<file path="src/rtl/pp_pkg.sv">
package pp_pkg;

    // Width of the pulse-limit arithmetic; counter widths up to CALC_W-1 are supported.
    localparam int unsigned CALC_W = 17;

    typedef enum logic {
        SIDE_A = 1'b0,
        SIDE_B = 1'b1
    } side_e;

    // Clamp the requested pulse so that at least one guard interval stays low.
    function automatic logic [CALC_W-1:0] pulse_limit(
        input logic [CALC_W-1:0] ramp_len,
        input logic [CALC_W-1:0] duty,
        input logic [CALC_W-1:0] dead_code
    );
        logic [CALC_W-1:0] guard;
        logic [CALC_W-1:0] room;
        guard = (dead_code == '0) ? CALC_W'(1) : dead_code;
        room  = (ramp_len > guard) ? (ramp_len - guard) : '0;
        return (duty < room) ? duty : room;
    endfunction

endpackage

</file>
<file path="src/rtl/pp_ramp.sv">
module pp_ramp #(
    parameter int unsigned CNT_W = 11,
    parameter int unsigned DT_W  = 4
) (
    input  logic                        clk,
    input  logic                        rst,
    input  logic [CNT_W-1:0]            period_i,
    input  logic [CNT_W-1:0]            duty_i,
    input  logic [DT_W-1:0]             dead_i,
    output logic [CNT_W-1:0]            cnt_o,
    output logic                        wrap_o,
    output logic [pp_pkg::CALC_W-1:0]   lim_o,
    output logic                        tick_o
);
    import pp_pkg::*;

    logic [CNT_W-1:0] cnt_q;
    logic [CNT_W-1:0] per_q;
    logic [CNT_W-1:0] duty_q;
    logic [DT_W-1:0]  dead_q;
    logic             tick_q;
    logic             wrap;

    assign wrap = (cnt_q == per_q);

    always_ff @(posedge clk) begin
        if (rst) begin
            cnt_q  <= '0;
            per_q  <= period_i;
            duty_q <= duty_i;
            dead_q <= dead_i;
            tick_q <= 1'b0;
        end else begin
            tick_q <= wrap;
            if (wrap) begin
                cnt_q  <= '0;
                per_q  <= period_i;
                duty_q <= duty_i;
                dead_q <= dead_i;
            end else begin
                cnt_q <= cnt_q + CNT_W'(1);
            end
        end
    end

    always_comb begin
        lim_o = pulse_limit(CALC_W'(per_q) + CALC_W'(1), CALC_W'(duty_q), CALC_W'(dead_q));
    end

    assign cnt_o  = cnt_q;
    assign wrap_o = wrap;
    assign tick_o = tick_q;

    // the tick marks the first clock of a ramp cycle
    a_r1_tick_at_zero: assert property (@(posedge clk) disable iff (rst)
        tick_q |-> (cnt_q == '0));

endmodule

</file>
<file path="src/rtl/pp_steer.sv">
module pp_steer #(
    parameter int unsigned CNT_W = 11
) (
    input  logic                        clk,
    input  logic                        rst,
    input  logic                        disable_i,
    input  logic [CNT_W-1:0]            cnt_i,
    input  logic                        wrap_i,
    input  logic [pp_pkg::CALC_W-1:0]   lim_i,
    output logic [1:0]                  drv_o
);
    import pp_pkg::*;

    side_e side_q;
    logic  en_q;
    logic  in_pulse;

    always_ff @(posedge clk) begin
        if (rst) begin
            en_q   <= 1'b0;
            side_q <= SIDE_A;
        end else begin
            if (wrap_i) begin
                if (!en_q) begin
                    side_q <= SIDE_A;
                end else begin
                    side_q <= (side_q == SIDE_A) ? SIDE_B : SIDE_A;
                end
            end
            if (disable_i) begin
                en_q <= 1'b0;
            end else if (wrap_i) begin
                en_q <= 1'b1;
            end
        end
    end

    assign in_pulse = (CALC_W'(cnt_i) < lim_i);

    for (genvar s = 0; s < 2; s++) begin : g_side
        localparam side_e MY_SIDE = (s == 0) ? SIDE_A : SIDE_B;
        assign drv_o[s] = en_q && !disable_i && in_pulse && (side_q == MY_SIDE);
    end

    // enabling only happens on a ramp boundary
    a_r9_enable_at_boundary: assert property (@(posedge clk) disable iff (rst)
        $rose(en_q) |-> (cnt_i == '0));

    // any rising drive edge lands on counter zero
    a_r4_rise_at_zero: assert property (@(posedge clk) disable iff (rst)
        ($rose(drv_o[0]) || $rose(drv_o[1])) |-> (cnt_i == '0));

endmodule

</file>
<file path="src/rtl/pp_drive.sv">
module pp_drive #(
    parameter int unsigned CNT_W = 11,
    parameter int unsigned DT_W  = 4
) (
    input  logic             clk,
    input  logic             rst,
    input  logic             disable_i,
    input  logic [CNT_W-1:0] period_i,
    input  logic [CNT_W-1:0] duty_i,
    input  logic [DT_W-1:0]  dead_i,
    output logic             drv_a_o,
    output logic             drv_b_o,
    output logic             tick_o
);
    import pp_pkg::*;

    logic [CNT_W-1:0]  cnt;
    logic              wrap;
    logic [CALC_W-1:0] lim;
    logic [1:0]        drv;

    pp_ramp #(.CNT_W(CNT_W), .DT_W(DT_W)) i_ramp (
        .clk      (clk),
        .rst      (rst),
        .period_i (period_i),
        .duty_i   (duty_i),
        .dead_i   (dead_i),
        .cnt_o    (cnt),
        .wrap_o   (wrap),
        .lim_o    (lim),
        .tick_o   (tick_o)
    );

    pp_steer #(.CNT_W(CNT_W)) i_steer (
        .clk       (clk),
        .rst       (rst),
        .disable_i (disable_i),
        .cnt_i     (cnt),
        .wrap_i    (wrap),
        .lim_i     (lim),
        .drv_o     (drv)
    );

    assign drv_a_o = drv[0];
    assign drv_b_o = drv[1];

    // never both on
    a_r3_exclusive: assert property (@(posedge clk) disable iff (rst)
        !(drv_a_o && drv_b_o));

    // the clock in which one side drops has the other side still low
    a_r5_gap_after_a: assert property (@(posedge clk) disable iff (rst)
        $fell(drv_a_o) |-> !drv_b_o);
    a_r5_gap_after_b: assert property (@(posedge clk) disable iff (rst)
        $fell(drv_b_o) |-> !drv_a_o);

    // the cycle after a reset clock is idle
    a_r7_idle_after_reset: assert property (@(posedge clk)
        rst |=> (!drv_a_o && !drv_b_o));

endmodule

</file>
<file path="config.mk">
export PLATFORM = sky130hd
export DESIGN_NAME = pp_drive
export DESIGN_NICKNAME = d
export VERILOG_FILES = /design/src/rtl/pp_pkg.sv /design/src/rtl/pp_ramp.sv /design/src/rtl/pp_steer.sv /design/src/rtl/pp_drive.sv
export SDC_FILE = /design/constraint.sdc
export NUM_CORES = 1
export LEC_CHECK = 0
export ABC_AREA = 1
export BUFFER_PORTS_ARGS = -buffer_cell sky130_fd_sc_hd__buf_2
export CORE_UTILIZATION = 55
export DETAILED_ROUTE_END_ITERATION = 7
export GPL_ROUTABILITY_DRIVEN = 0
export GPL_TIMING_DRIVEN = 0
export PLACE_DENSITY_LB_ADDON = 0.2
export REMOVE_ABC_BUFFERS = 1
export SYNTH_ARGS = -nofsm -noshare
export SYNTH_HDL_FRONTEND = slang
export SYNTH_SLANG_ARGS = --single-unit
</file>
<file path="constraint.sdc">
create_clock -name clk -period 6.75 [get_ports clk]
set_clock_uncertainty 0.2 [all_clocks]
set_input_delay 1.0125 -clock clk [delete_from_list [all_inputs] [get_ports clk]]
set_output_delay 1.0125 -clock clk [all_outputs]
set_load 0.005 [all_outputs]
</file>
# After elaboration in Yosys (flattened, before gate mapping)
# Cells that the tools add are included.
totals:
  regBits: 40
  input_bits: 29
  output_inout_bits: 3
op_classes:
  addsub: 3
  order_cmp: 3
  eq_ne: 1
  n_mux: 11
  bitwise_logic: 1
  n_reduce_logical: 9
op_table:
  columns: ["cell", "n"]
  rows:
  - ["11-bit 2-to-1 mux", 4]
  - ["11-bit by 17-bit less-than comparator with 1-bit output", 2]
  - ["17-bit 2-to-1 mux", 2]
  - ["17-bit greater-than comparator", 1]
  - ["17-bit subtractor", 1]
  - ["11-bit by 1-bit adder with 12-bit output, second input constant", 1]
  - ["4-bit 2-to-1 mux", 3]
  - ["11-bit by 1-bit adder with 11-bit output, second input constant", 1]
  - ["11-bit == test", 1]
  - ["1-bit logical AND", 4]
  - ["4-bit zero test", 1]
  - ["2-bit OR reduction", 2]
  - ["1-bit 2-to-1 mux", 2]
  - ["2-bit nonzero test", 1]
  - ["1-bit zero test", 1]
  - ["1-bit NOT", 1]

# Logic depth before layout (Yosys ltp)
# Gate-level depths: netlist of run 1.
depth:
  depth_word: 9
  ltp_mapped: 37
  mapped_depth_nobuf: 36

# Cells and area by module
# Synthesis of run 1 repeated with hierarchy kept, for this count alone.
unflattened:
  cells_unflattened: 398
  area_unflattened_um2: 3021.6
modules_own_cells:
  columns: ["module", "instances", "cells_per_inst", "area_each_um2"]
  rows:
  - ["pp_ramp", 1, 318, 2577.5]
  - ["pp_steer", 1, 80, 444.2]

# Worst setup path after synthesis of run 1
# No wires, ideal clock.
synth_path:
  kind: "reg2out"
  start: "register i_ramp.per_q[0]"
  end: "output drv_a_o"
  arrival_ps: 4575
  required_ps: 5537
  path_slack_ps: 962
  stages_incl_launch_ff: 38
  path_cell_list: "edfxtp_1 > ha_1 > xor2_1 > ha_1 > nand2_1 > nand2_1 > nor2_1 > nor2_1 > nor2_1 > nand3_2 > nor2_2 > nand2_1 > nand2_2 > inv_4 > o21ai_0 > ha_1 > a21oi_1 > o21ai_0 > [... 2 more ...] > a211oi_1 > nand2_1 > nand2_1 > nand2_1 > nand2_2 > inv_2 > buf_6 > nand2_1 > o21ai_2 > ha_1 > nand2_1 > nor2_1 > nand4_1 > o221ai_1 > a21oi_1 > o2111a_1 > nand2_1 > nor2_1"
synth_via:
  elab_chain_len: 8
  word_cells_on_any_way: 9
synth_rtl:
  columns: ["item", "line", "rtl"]
  rows:
  - ["start: declaration", "pp_ramp.sv:18", "logic [CNT_W-1:0] per_q;"]
  - ["start signal: assignment", "pp_ramp.sv:29", "per_q <= period_i;"]
  - ["start signal: assignment", "pp_ramp.sv:37", "per_q <= period_i;"]
  - ["11-bit by 1-bit adder with 12-bit output *", "pp_ramp.sv:47", "lim_o = pulse_limit(CALC_W'(per_q) + CALC_W'(1), CALC_W'(duty_q), CALC_W'(dead_q));"]
  - ["17-bit subtractor or 17-bit greater-than comparator (tied branches)", "pp_pkg.sv:20", "room = (ramp_len > guard) ? (ramp_len - guard) : '0;"]
  - ["17-bit 2-to-1 mux *", "pp_pkg.sv:20", null]
  - ["11-bit by 17-bit less-than comparator with 1-bit output", "pp_pkg.sv:21", "return (duty < room) ? duty : room;"]
  - ["17-bit 2-to-1 mux *", "pp_pkg.sv:21", null]
  - ["11-bit by 17-bit less-than comparator with 1-bit output *", "pp_steer.sv:38", "assign in_pulse = (CALC_W'(cnt_i) < lim_i);"]
  - ["1-bit logical AND * (2 in series)", "pp_steer.sv:42", "assign drv_o[s] = en_q && !disable_i && in_pulse && (side_q == MY_SIDE);"]
  - ["end: declaration", "pp_drive.sv:11", "output logic drv_a_o,"]
# Every way passes the cells marked *; elsewhere a longest branch is shown, timed or not.

# Worst setup path after layout of run 1
layout_path:
  start: "register i_ramp.per_q[0]"
  end: "output drv_b_o"
layout_via:
  elab_chain_len: 8
  word_cells_on_any_way: 9
layout_rtl:
  columns: ["item", "line", "rtl"]
  rows:
  - ["11-bit by 1-bit adder with 12-bit output *", "pp_ramp.sv:47", null]
  - ["17-bit subtractor or 17-bit greater-than comparator (tied branches)", "pp_pkg.sv:20", null]
  - ["17-bit 2-to-1 mux *", "pp_pkg.sv:20", null]
  - ["11-bit by 17-bit less-than comparator with 1-bit output", "pp_pkg.sv:21", null]
  - ["17-bit 2-to-1 mux *", "pp_pkg.sv:21", null]
  - ["11-bit by 17-bit less-than comparator with 1-bit output *", "pp_steer.sv:38", null]
  - ["1-bit logical AND * (2 in series)", "pp_steer.sv:42", null]
  - ["end: declaration", "pp_drive.sv:12", "output logic drv_b_o,"]
# Marks and branches as above.

==> impl_metrics.ini, run 1 <==
[power_and_ir_drop]
ir_drop_v = 0.000159
total_leakage_power_nw = 1.51
p_per_cell_area_nw_per_um2 = 181

[critical_path]
worst_path_max_stage_delay_ns = 0.47
timing_worst_setup_path_type = flip-flop to output pin
timing.critical_path.fanout_max = 10
timing.critical_path.to_type = output pin
worstReg2RegStart = i_ramp.per_q[1]
critPathArrivalTime_ns = 5.28
cpMaxStageDelayCell = edfxtp_1
cpLargestDelayFamily = simple AND/OR/NAND/NOR gates
worst-r2r-cell-count = 6
critPathLaunchType = flip-flop
regToRegEndpoint = i_ramp.per_q[2]
crit_path_frequent_cell = nand2_1
worstPathRequired_ns = 5.54
timing.reg2reg.setup_slack_ns = 4.08
worstPathBufferInverterCount = 3

[hold_path]
timing.hold.worst_path_depth = 1
worst_hold_startpoint = i_ramp.cnt_o[0]
end_point_of_the_worst_hold_path = i_ramp.cnt_o[0]
path_class_of_the_lowest_slack_min_delay_path = flip-flop to flip-flop

[layout]
register_area_um2 = 1060
postLayoutCoreUtil_pct = 68.9
post_layout_nonfiller_instances = 449
multi_input_area_um2 = 1660
fin_nets = 437
fillerInstances = 397
area_growth_syn_to_layout_pct = 18.5
diodes = 0
drive_above_1_share_pct = 25.9

[timing]
max_slew_violations = 0
timing.final.crit_period_ns = 6.49
layout_worst_path_cycle_share_pct = 96.2
timing_worst_slew_pin_value_ns = 0.794
max-slew-margin-rel_pct = 47.0
timing.fmax_ghz = 0.154
final-setup-viol-count = 0
finalHoldViolations = 0

[routing]
drt_pass1_iterations = 4
detail_route.drc_violations = 0
route.detailed.vias_per_inst = 5.40
route.antenna.remaining_nets = 0
total_vias_in_the_final_route = 2423
post_drt_wl_per_cell_um = 13.4
drt_iter0_drc = 142
wl_mm = 6.03

[place]
place_inst = 429
io_buffer_count = 31
dp_hpwl_mm = 4.36

[grt]
grt-ovfl-total = 0
grt_start_max_net_pins = 39
track_usage_pct = 23.7
number_of_global_route_vias_before_repair = 2226
antenna_violations_before_repair = 0
wire_length_of_the_first_global_routing_pass_mm = 9.53

[logic_synthesis]
synth_area_per_cell_um2 = 8.25
ff_latch_count_synth = 40
synth.distinct_cells = 36
mappedNetlistArea_um2 = 2780
ys_seq_area_share_pct = 38.1
ys_warn_count = 0
synthesis.instances = 337

[flow_run]
maxCapViolations = 0

[clock_network]
cts_max_path_buffers = 2
cts-htree-levels = 2
clk_pin_slew_ns = 0.08
ctsHoldBuffers = 0
clk_latency_ns = 0.29
tritoncts = done
ctsRootBufferMaster = clkbuf_8
clkSinkCount = 40
cts_made_buffers = 5

[status]
run_status = finished, final reports clean

[floorplan]
dieArea_um2 = 5350
core-area_um2 = 4790
floorplan.initialDensity_pct = 58.1
die_x_um = 73.1
row_count = 25
floorplan.io_pins = 32
dieHeight_um = 73.1
-- worst max path at each step --
| stage | from | endpoint | slack (ns) | cells after the start |
|---|---|---|---|---|
| after floorplan | i_ramp.per_q[0] | drv_a_o | 0.94 | 36 |
| after global placement | i_ramp.per_q[0] | drv_a_o | 0.11 | 37 |
| after detailed placement | i_ramp.per_q[0] | drv_b_o | -0.10 | 37 |
| after CTS | i_ramp.per_q[0] | drv_b_o | 0.06 | 37 |
| after global routing | i_ramp.per_q[0] | drv_b_o | -0.08 | 35 |
| final | i_ramp.per_q[0] | drv_b_o | 0.26 | 37 |
-- kinds of logic (layout without fill, tap and decap cells) --
kind of cell,Yosys count,in the layout,share of synthesized area (%)
buf+inv,45,90,6.97
compound gates,39,39,9.27
flops,40,40,38.1
xor+xnor,13,13,4.09
simple gates,173,173,29.1
fa+ha+maj,27,27,12.4
-- per-stage QoR --
step	hold slack (ns)	TNS [ns]	total power, W	worst slack [ns]	area (µm²)
floorplan	0.251	0	0.000378	0.937	2740
global placement	0.292	0	0.000407	0.109	2980
detailed placement	0.300	-0.204	0.000413	-0.103	2980
CTS	0.316	0	0.000570	0.0559	3110
global route	0.337	-0.162	0.000627	-0.0834	3300
finish	0.307	0	0.000596	0.259	3300
-- layer usage --
| layer | up-vias | part of all wire [%] | track usage, % |
|---|---|---|---|
| met5 | - | 0 | 0 |
| met1 | 1128 | 47 | 30.2 |
| met4 | 0 | 1.5 | 7.84 |
| li1 | 1238 | - | - |
| met2 | 48 | 48 | 40.8 |
| met3 | 9 | 3.5 | 3.59 |
-- worst register-to-register path: cells and delay by family, from the launching register on --
family	cells	cell delay, ns
AND/OR/NAND/NOR	3	1.20
buffers and inverters	2	0.30
flip-flops	1	0.46
XOR/XNOR	1	0.14
-- where the power goes --
part | internal (W) | switching, W | total (W)
combinational | 0.0000680 | 0.0000884 | 0.000156
clock | 0.0000725 | 0.0000817 | 0.000154
sequential | 0.000272 | 0.0000133 | 0.000286
-- registers in the layout (all words and copies together) (netlist names) --
register and count:
i_ramp.cnt_o 11, i_ramp.duty_q 11, i_ramp.per_q 11, i_ramp.dead_q 4, i_ramp.tick_o 1, i_steer.en_q 1, i_steer.side_q 1
-- synth_stat cells --
| master | instances | area [µm²] |
|---|---|---|
| or2_2 | 4 | 25.0 |
| nand3b_1 | 2 | 15.0 |
| o21bai_1 | 2 | 15.0 |
| o21ai_0 | 6 | 30.0 |
| xnor2_1 | 2 | 17.5 |
| nor2_2 | 1 | 6.26 |
| nor3b_1 | 6 | 45.0 |
| buf_4 | 2 | 15.0 |
| nor2_4 | 1 | 11.3 |
| inv_1 | 36 | 135 |
| nor2_1 | 35 | 131 |
| xor2_1 | 11 | 96.3 |
| nor4_1 | 3 | 18.8 |
| o221ai_1 | 2 | 17.5 |
| a31o_2 | 1 | 8.76 |
| nor3_1 | 5 | 25.0 |
| o2111a_1 | 1 | 11.3 |
| buf_6 | 2 | 22.5 |
| o21ai_2 | 10 | 87.6 |
| o21ai_1 | 1 | 5.00 |
| clkbuf_1 | 2 | 7.51 |
| nand3_1 | 23 | 115 |
| a211oi_1 | 1 | 7.51 |
| and3_1 | 1 | 6.26 |
| nand2_1 | 72 | 270 |
| ha_1 | 26 | 325 |
| fa_1 | 1 | 20.0 |
| dfxtp_1 | 14 | 280 |
| a21oi_1 | 15 | 75.1 |
| nand2_2 | 6 | 37.5 |
| edfxtp_1 | 26 | 781 |
| inv_4 | 1 | 6.26 |
| and2_1 | 1 | 6.26 |
| nand3_2 | 4 | 40.0 |
| nand4_1 | 9 | 56.3 |
| inv_2 | 2 | 7.51 |
-- area by class of cell --
type / instances / share of cell area (%)
clock buffers: 6 / 2.20
multi-input cells: 252 / 50.3
inverters: 39 / 4.97
repair buffers: 42 / 7.21
clock inverters: 2 / 0.342
repair inverters: 1 / 0.266
flip-flops and latches: 40 / 32.2
well taps: 67 / 2.54
-- cell usage in the layout (no fill, tap or decap), drive strengths merged, types with 2 or more instances in the layout --
cell type  netlist  layout
xnor2            2       2
nand2           78      78
inv             39      40
dfxtp           14      14
o21ai           17      17
xor2            11      11
a21oi           15      15
edfxtp          26      26
clkinv           0       2
or2              4       4
nor2            37      37
buf              4      42
nor3             5       5
clkbuf           2       6
nand3b           2       2
nor3b            6       6
o221ai           2       2
nand4            9       9
ha              26      26
nand3           27      27
o21bai           2       2
nor4             3       3
-- repair_timing --
action | in CTS | in global routing
setup endpoints to repair | 2 | 2
resized for setup | 6 | 26
buffers inserted | 4 | 7
cloned | 0 | 1
pin swaps | 3 | 16
No activity file was read; power rests on OpenSTA's default activity.
==> run 2, diff against run 1 <==
Settings changed: ABC_AREA 1 to default, SYNTH_HIERARCHICAL from default to 1.
==> run 2 against run 1 <==
Net effect: clock power up 29%; sequential power about the same; final cell count down 7.8%; first-iteration DRC count down 35%; critical endpoint unchanged; largest cell class unchanged; largest power group unchanged; highest routed layer unchanged.
==> impl_metrics.ini, run 2 <==
[logic_synthesis]
ff_latch_count_synth = 40
mappedNetlistArea_um2 = 2880
synth_commonest_cells = inv_1 (28), edfxtp_1 (26), ha_1 (26), nor2_1 (24), xor2_1 (20)
yosys.area.top_type_share_pct = 27.1
yosys_most_used_dff = edfxtp_1
synth_area_per_cell_um2 = 9.63
synthTopCellsByArea = edfxtp_1 (27%), ha_1 (11%), dfxtp_1 (9.7%), xor2_1 (6.1%), mux2i_1 (4.9%)
synth.distinct_cells = 50
ys_warn_count = 6
yosysMostFrequentCell = inv_1
fraction_of_registers_with_async_set_reset_pct = 0
synth_edf_count = 26
ys_seq_area_share_pct = 36.8
synthesis.instances = 299
netlist.top_cell.by_area = edfxtp_1

[clock_network]
cts_made_buffers = 5
clkSinkCount = 40
tritoncts = done
ctsRootBufferMaster = clkbuf_8
cts-htree-levels = 2
ctsHoldBuffers = 0
clk_latency_ns = 0.30
cts_max_path_buffers = 2
clk_pin_slew_ns = 0.09

[critical_path]
worst_path_max_stage_delay_ns = 0.47
timing_worst_setup_path_type = flip-flop to output pin
worstPathBufferInverterCount = 2
critPathArrivalTime_ns = 5.41
worstPathRequired_ns = 5.54
timing.critical_path.fanout_max = 6
cpMaxStageDelayCell = edfxtp_1
timing.critical_path.to_type = output pin
crit_path_cell_trace = ha_4 -> xor2_1 -> ha_1 -> o21a_1 -> o31a_1 -> nor3b_4 -> mux2i_2 -> xor2_1 -> nand2_2 -> ha_4 -> nand4_1 -> nor2_2 -> o21ai_1 -> o2111ai_2 -> a21oi_2 -> or3_4 -> mux2i_1 -> inv_1 -> ha_1 -> nand4_1 -> o221ai_1 -> and3_1 -> nor4_2 -> buf_2
cpLargestDelayFamily = simple AND/OR/NAND/NOR gates
critPathLaunchType = flip-flop

[routing]
drt_pass1_iterations = 4
wl_mm = 6.36
detail_route.drc_violations = 0
route.antenna.remaining_nets = 0
route.detailed.vias_per_inst = 5.58
total_vias_in_the_final_route = 2309
drt_iter0_drc = 93
post_drt_wl_per_cell_um = 15.4

[floorplan]
die_x_um = 74.4
dieArea_um2 = 5530
row_count = 25
floorplan.initialDensity_pct = 59.0
core-area_um2 = 4880
dieHeight_um = 74.4
floorplan.io_pins = 32

[layout]
layout.cells.most_common_list = buf_2 (31), inv_1 (27), edfxtp_1 (26)
layout.cells.most_common = buf_2
diodes = 0
postLayoutCoreUtil_pct = 69.9
fin_nets = 402
area_growth_syn_to_layout_pct = 18.4
drive_above_1_share_pct = 26.2
post_layout_nonfiller_instances = 414

[grt]
grt_start_max_net_pins = 38
grt-ovfl-total = 0
number_of_global_route_vias_before_repair = 2073
antenna_violations_before_repair = 0
wire_length_of_the_first_global_routing_pass_mm = 9.20
track_usage_pct = 22.4

[timing]
timing_worst_slew_pin_value_ns = 0.895
timing.final.crit_period_ns = 6.62
max_slew_violations = 0
final-setup-viol-count = 0
hold-worst-slack_ns = 0.332
max-slew-margin-rel_pct = 40.4
timing.fmax_ghz = 0.151
finalHoldViolations = 0
layout_worst_path_cycle_share_pct = 98.1
fin_ws_ns = 0.129

[place]
dp_worst_setup_slack_ns = 0.218
dp_hpwl_mm = 4.31
io_buffer_count = 31
place_inst = 387

[power_and_ir_drop]
switching_power_w = 0.000189
power_report.internal_total_w = 0.000463
total_leakage_power_nw = 1.50
ir_drop_v = 0.000127
p_clk_share_pct = 30.4
p_comb_share_pct = 25.6
switching_share_pct = 29.0
p_seq_share_pct = 44.0
p_per_cell_area_nw_per_um2 = 191

[hold_path]
path_class_of_the_lowest_slack_min_delay_path = flip-flop to flip-flop

[status]
run_status = finished, final reports clean

[flow_run]
maxCapViolations = 0
run 2: changes by cell type after synthesis, moves of 4 or more:
cell,change
nand3_2,-4
mux2i_1,+14
nand3_1,-8
nor2_1,-11
nor3b_1,-5
nand2_1,-53
or2_2,-4
xor2_1,+9
buf_4,+4
nand2_2,-6
inv_1,-8
o21ai_2,-10
xnor2_1,+7
run 2: cells by family after synthesis:
group | Yosys count | synth area share [%]
compound gates | 40 | 9.64
xor+xnor | 30 | 9.38
fa+ha+maj | 27 | 12.0
buf+inv | 43 | 7.30
flops | 40 | 36.8
mux | 16 | 5.65
other cells | 1 | 0.130
simple gates | 102 | 19.1
run 2: cell type report:
cell class,instances,area [µm²]
Fill cell,394,1470
Multi-Input combinational cell,222,1760
Timing Repair Buffer,49,290
Inverter,28,105
Tap cell,67,83.8
Clock inverter,3,42.5
Sequential cell,40,1060
Clock buffer,5,68.8
run 2: worst min-delay path, cell delays in order, from the launching register on:
cell and delay, ns:
dfxtp_1 0.34, nor2_1 0.11, nor3_1 0.05
run 2: layer usage:
metal  part of all wire (%)  global-route usage, %
met1                     45                   28.1
met2                     49                   37.8
met3                    3.4                   3.93
met4                    2.3                   9.85
met5                      0                      0
run 2: repair_timing:
| item | CTS | global route |
|---|---|---|
| buffers inserted | 4 | 14 |
| setup endpoints to repair | 2 | 2 |
| pin swaps | 1 | 15 |
| resized for setup | 1 | 24 |
| cloned | 0 | 1 |
run 2: per-stage QoR:
step           cell area, µm²  setup TNS [ns]  power (W)
6_report                 3410               0   0.000651
5_1_grt                  3410          -0.272   0.000682
4_1_cts                  3180               0   0.000624
3_5_place_dp             3040               0   0.000424
3_3_place_gp             3030               0   0.000418
2_1_floorplan            2790               0   0.000386
run 2: final timing paths:
kind	startpoint	end	slack, ns	depth (start not counted)
worst max-delay path	i_ramp/per_q[1]	drv_b_o	0.13	24
worst min-delay path	i_steer/en_q	i_steer/en_q	0.33	2
worst max register to register	i_ramp/per_q[0]	i_ramp/duty_q[6]	4.08	6
worst min register to register	i_steer/en_q	i_steer/en_q	0.33	2
run 2: power by group through the flow:
| stage | logic (W) | clock network (W) | registers, W |
|---|---|---|---|
| floorplan | 0.0000984 | 0 | 0.000287 |
| global route | 0.000183 | 0.000211 | 0.000288 |
| detailed placement | 0.000133 | 0 | 0.000292 |
| CTS | 0.000136 | 0.000202 | 0.000286 |
| finish | 0.000167 | 0.000198 | 0.000287 |
| global placement | 0.000127 | 0 | 0.000291 |
==> run 3, diff against run 2 <==
Clock period 6.75 ns to 8.2 ns, I/O delays scaled along.
==> run 3 against run 2 <==
Net effect: die area unchanged; largest cell class unchanged; critical path type unchanged; setup slack improved by 0.98 ns; sequential power decreased by 18%; via count decreased by 5.7%; sequential share of layout area increased by 2.6 points; clock power decreased by 18%; non-clock buffer count decreased by 18.
==> impl_metrics.ini, run 3 (synthesis results as in run 2) <==
[status]
run_status = finished, final reports clean

[timing]
final-setup-viol-count = 0
hold-worst-slack_ns = 0.333
layout_worst_path_cycle_share_pct = 86.5
fin_ws_ns = 1.10
max-slew-margin-rel_pct = 40.6
tns_ns = 0
timing_worst_slew_pin_value_ns = 0.892
grt_setup_unrepaired = no
timing.fmax_ghz = 0.141
timing.final.crit_period_ns = 7.10
max_slew_violations = 0
finalHoldViolations = 0

[routing]
detail_route.drc_violations = 0
drt_iter0_drc = 92
wl_mm = 5.68
drt_pass1_iterations = 4
route.antenna.remaining_nets = 0
total_vias_in_the_final_route = 2177
route.detailed.vias_per_inst = 5.51
post_drt_wl_per_cell_um = 14.4

[power_and_ir_drop]
p_seq_share_pct = 46.4
p_clk_share_pct = 32.0
ir_drop_v = 0.000103
p_comb_share_pct = 21.6
p_per_cell_area_nw_per_um2 = 161
switching_share_pct = 28.3
switching_power_w = 0.000144
power_report.internal_total_w = 0.000363
total_leakage_power_nw = 1.41

[clock_network]
cts-htree-levels = 2
ctsHoldBuffers = 0
post-cts-setup-buffers = 0
post_cts.resized_instances = 0
clkSinkCount = 40
clk_latency_ns = 0.30
cts_max_path_buffers = 2
clk_pin_slew_ns = 0.08
cts_made_buffers = 5
ctsRootBufferMaster = clkbuf_8
tritoncts = done

[floorplan]
die_x_um = 74.4
floorplan.initialDensity_pct = 59.0
dieHeight_um = 74.4
core-area_um2 = 4880
dieArea_um2 = 5530
floorplan.io_pins = 32
row_count = 25

[grt]
antenna_violations_before_repair = 0
wire_length_of_the_first_global_routing_pass_mm = 9.11
track_usage_pct = 22.2
grt-ovfl-total = 0
grt_start_max_net_pins = 38
number_of_global_route_vias_before_repair = 2034

[layout]
drive_above_1_share_pct = 15.5
area_growth_syn_to_layout_pct = 9.25
multi_input_area_um2 = 1630
diodes = 0
fillerInstances = 440
layout.cells.most_common_list = buf_2 (31), inv_1 (28), ha_1 (26), edfxtp_1 (26), nor2_1 (24)
layout.cells.most_common = buf_2
layout.cell_area.non_filler_um2 = 3150
fin_nets = 383
register_area_um2 = 1060

[flow_run]
maxCapViolations = 0

[hold_path]
timing.hold.worst_path_depth = 2
path_class_of_the_lowest_slack_min_delay_path = flip-flop to flip-flop

[place]
io_buffer_count = 31
dp_hpwl_mm = 4.31
dp_worst_setup_slack_ns = 1.45
dpl_cell_area_um2 = 3040

[critical_path]
critPathArrivalTime_ns = 5.67
worstPathRequired_ns = 6.77
timing.critical_path.fanout_max = 11
timing_worst_setup_path_type = flip-flop to output pin
worst-r2r-cell-count = 4
timing.critical_path.to_type = output pin
critPathLaunchType = flip-flop
run 3: final timing paths:
path | end | from | slack, ns
worst max-delay path | drv_b_o | i_ramp/per_q[0] | 1.10
worst min-delay path | i_ramp/cnt_o[10] | i_ramp/cnt_o[10] | 0.33
worst max register to register | i_ramp/duty_q[6] | i_ramp/per_q[6] | 5.57
worst min register to register | i_ramp/cnt_o[10] | i_ramp/cnt_o[10] | 0.33
run 3: layout make-up:
| type | instances | area share [%] |
|---|---|---|
| multi-input combinational | 221 | 51.8 |
| sequential | 40 | 33.7 |
| timing repair buffer | 31 | 4.93 |
| inverter | 28 | 3.34 |
| tap | 67 | 2.66 |
| clock buffer | 5 | 2.19 |
| clock inverter | 3 | 1.35 |
run 3: critical path, cell delays in order, from the launching register on:
cell and delay [ns]:
edfxtp_1 0.50, ha_1 0.33, xor2_1 0.20, ha_1 0.38, o21a_1 0.19, o31a_1 0.16, nor3b_4 0.28, mux2i_1 0.29
xor2_1 0.18, nand2_1 0.11, ha_1 0.32, nand4_1 0.12, nor2_1 0.15, o21ai_0 0.10, o2111ai_1 0.09, a21oi_1 0.07
or3_4 0.44, mux2i_1 0.22, inv_1 0.08, ha_1 0.29, a21oi_1 0.15, o221ai_1 0.13, and3_1 0.22, nor4_2 0.22
buf_2 0.14
run 3: metrics by stage:
stage          total power, W  util (%)  instances
2_1_floorplan        0.000317         -        289
3_3_place_gp         0.000344      62.2        387
3_5_place_dp         0.000349      62.2        387
4_1_cts              0.000511      64.5        395
5_1_grt              0.000531      64.5        395
6_report             0.000507      64.5        395
run 3: metal layers:
metal | vias up | track usage, % | wire length [µm]
met4 | 0 | 9.43 | 92
met2 | 59 | 37.4 | 2730
met3 | 9 | 3.93 | 256
li1 | 1108 | - | -
met5 | - | 0 | 0
met1 | 1001 | 27.8 | 2610
run 3: power by group through the flow:
stage / Clock [W] / Sequential, W / Combinational [W]
2_1_floorplan: 0 / 0.000237 / 0.0000810
3_3_place_gp: 0 / 0.000240 / 0.000105
5_1_grt: 0.000172 / 0.000237 / 0.000122
3_5_place_dp: 0 / 0.000240 / 0.000109
6_report: 0.000162 / 0.000235 / 0.000109
4_1_cts: 0.000166 / 0.000235 / 0.000110
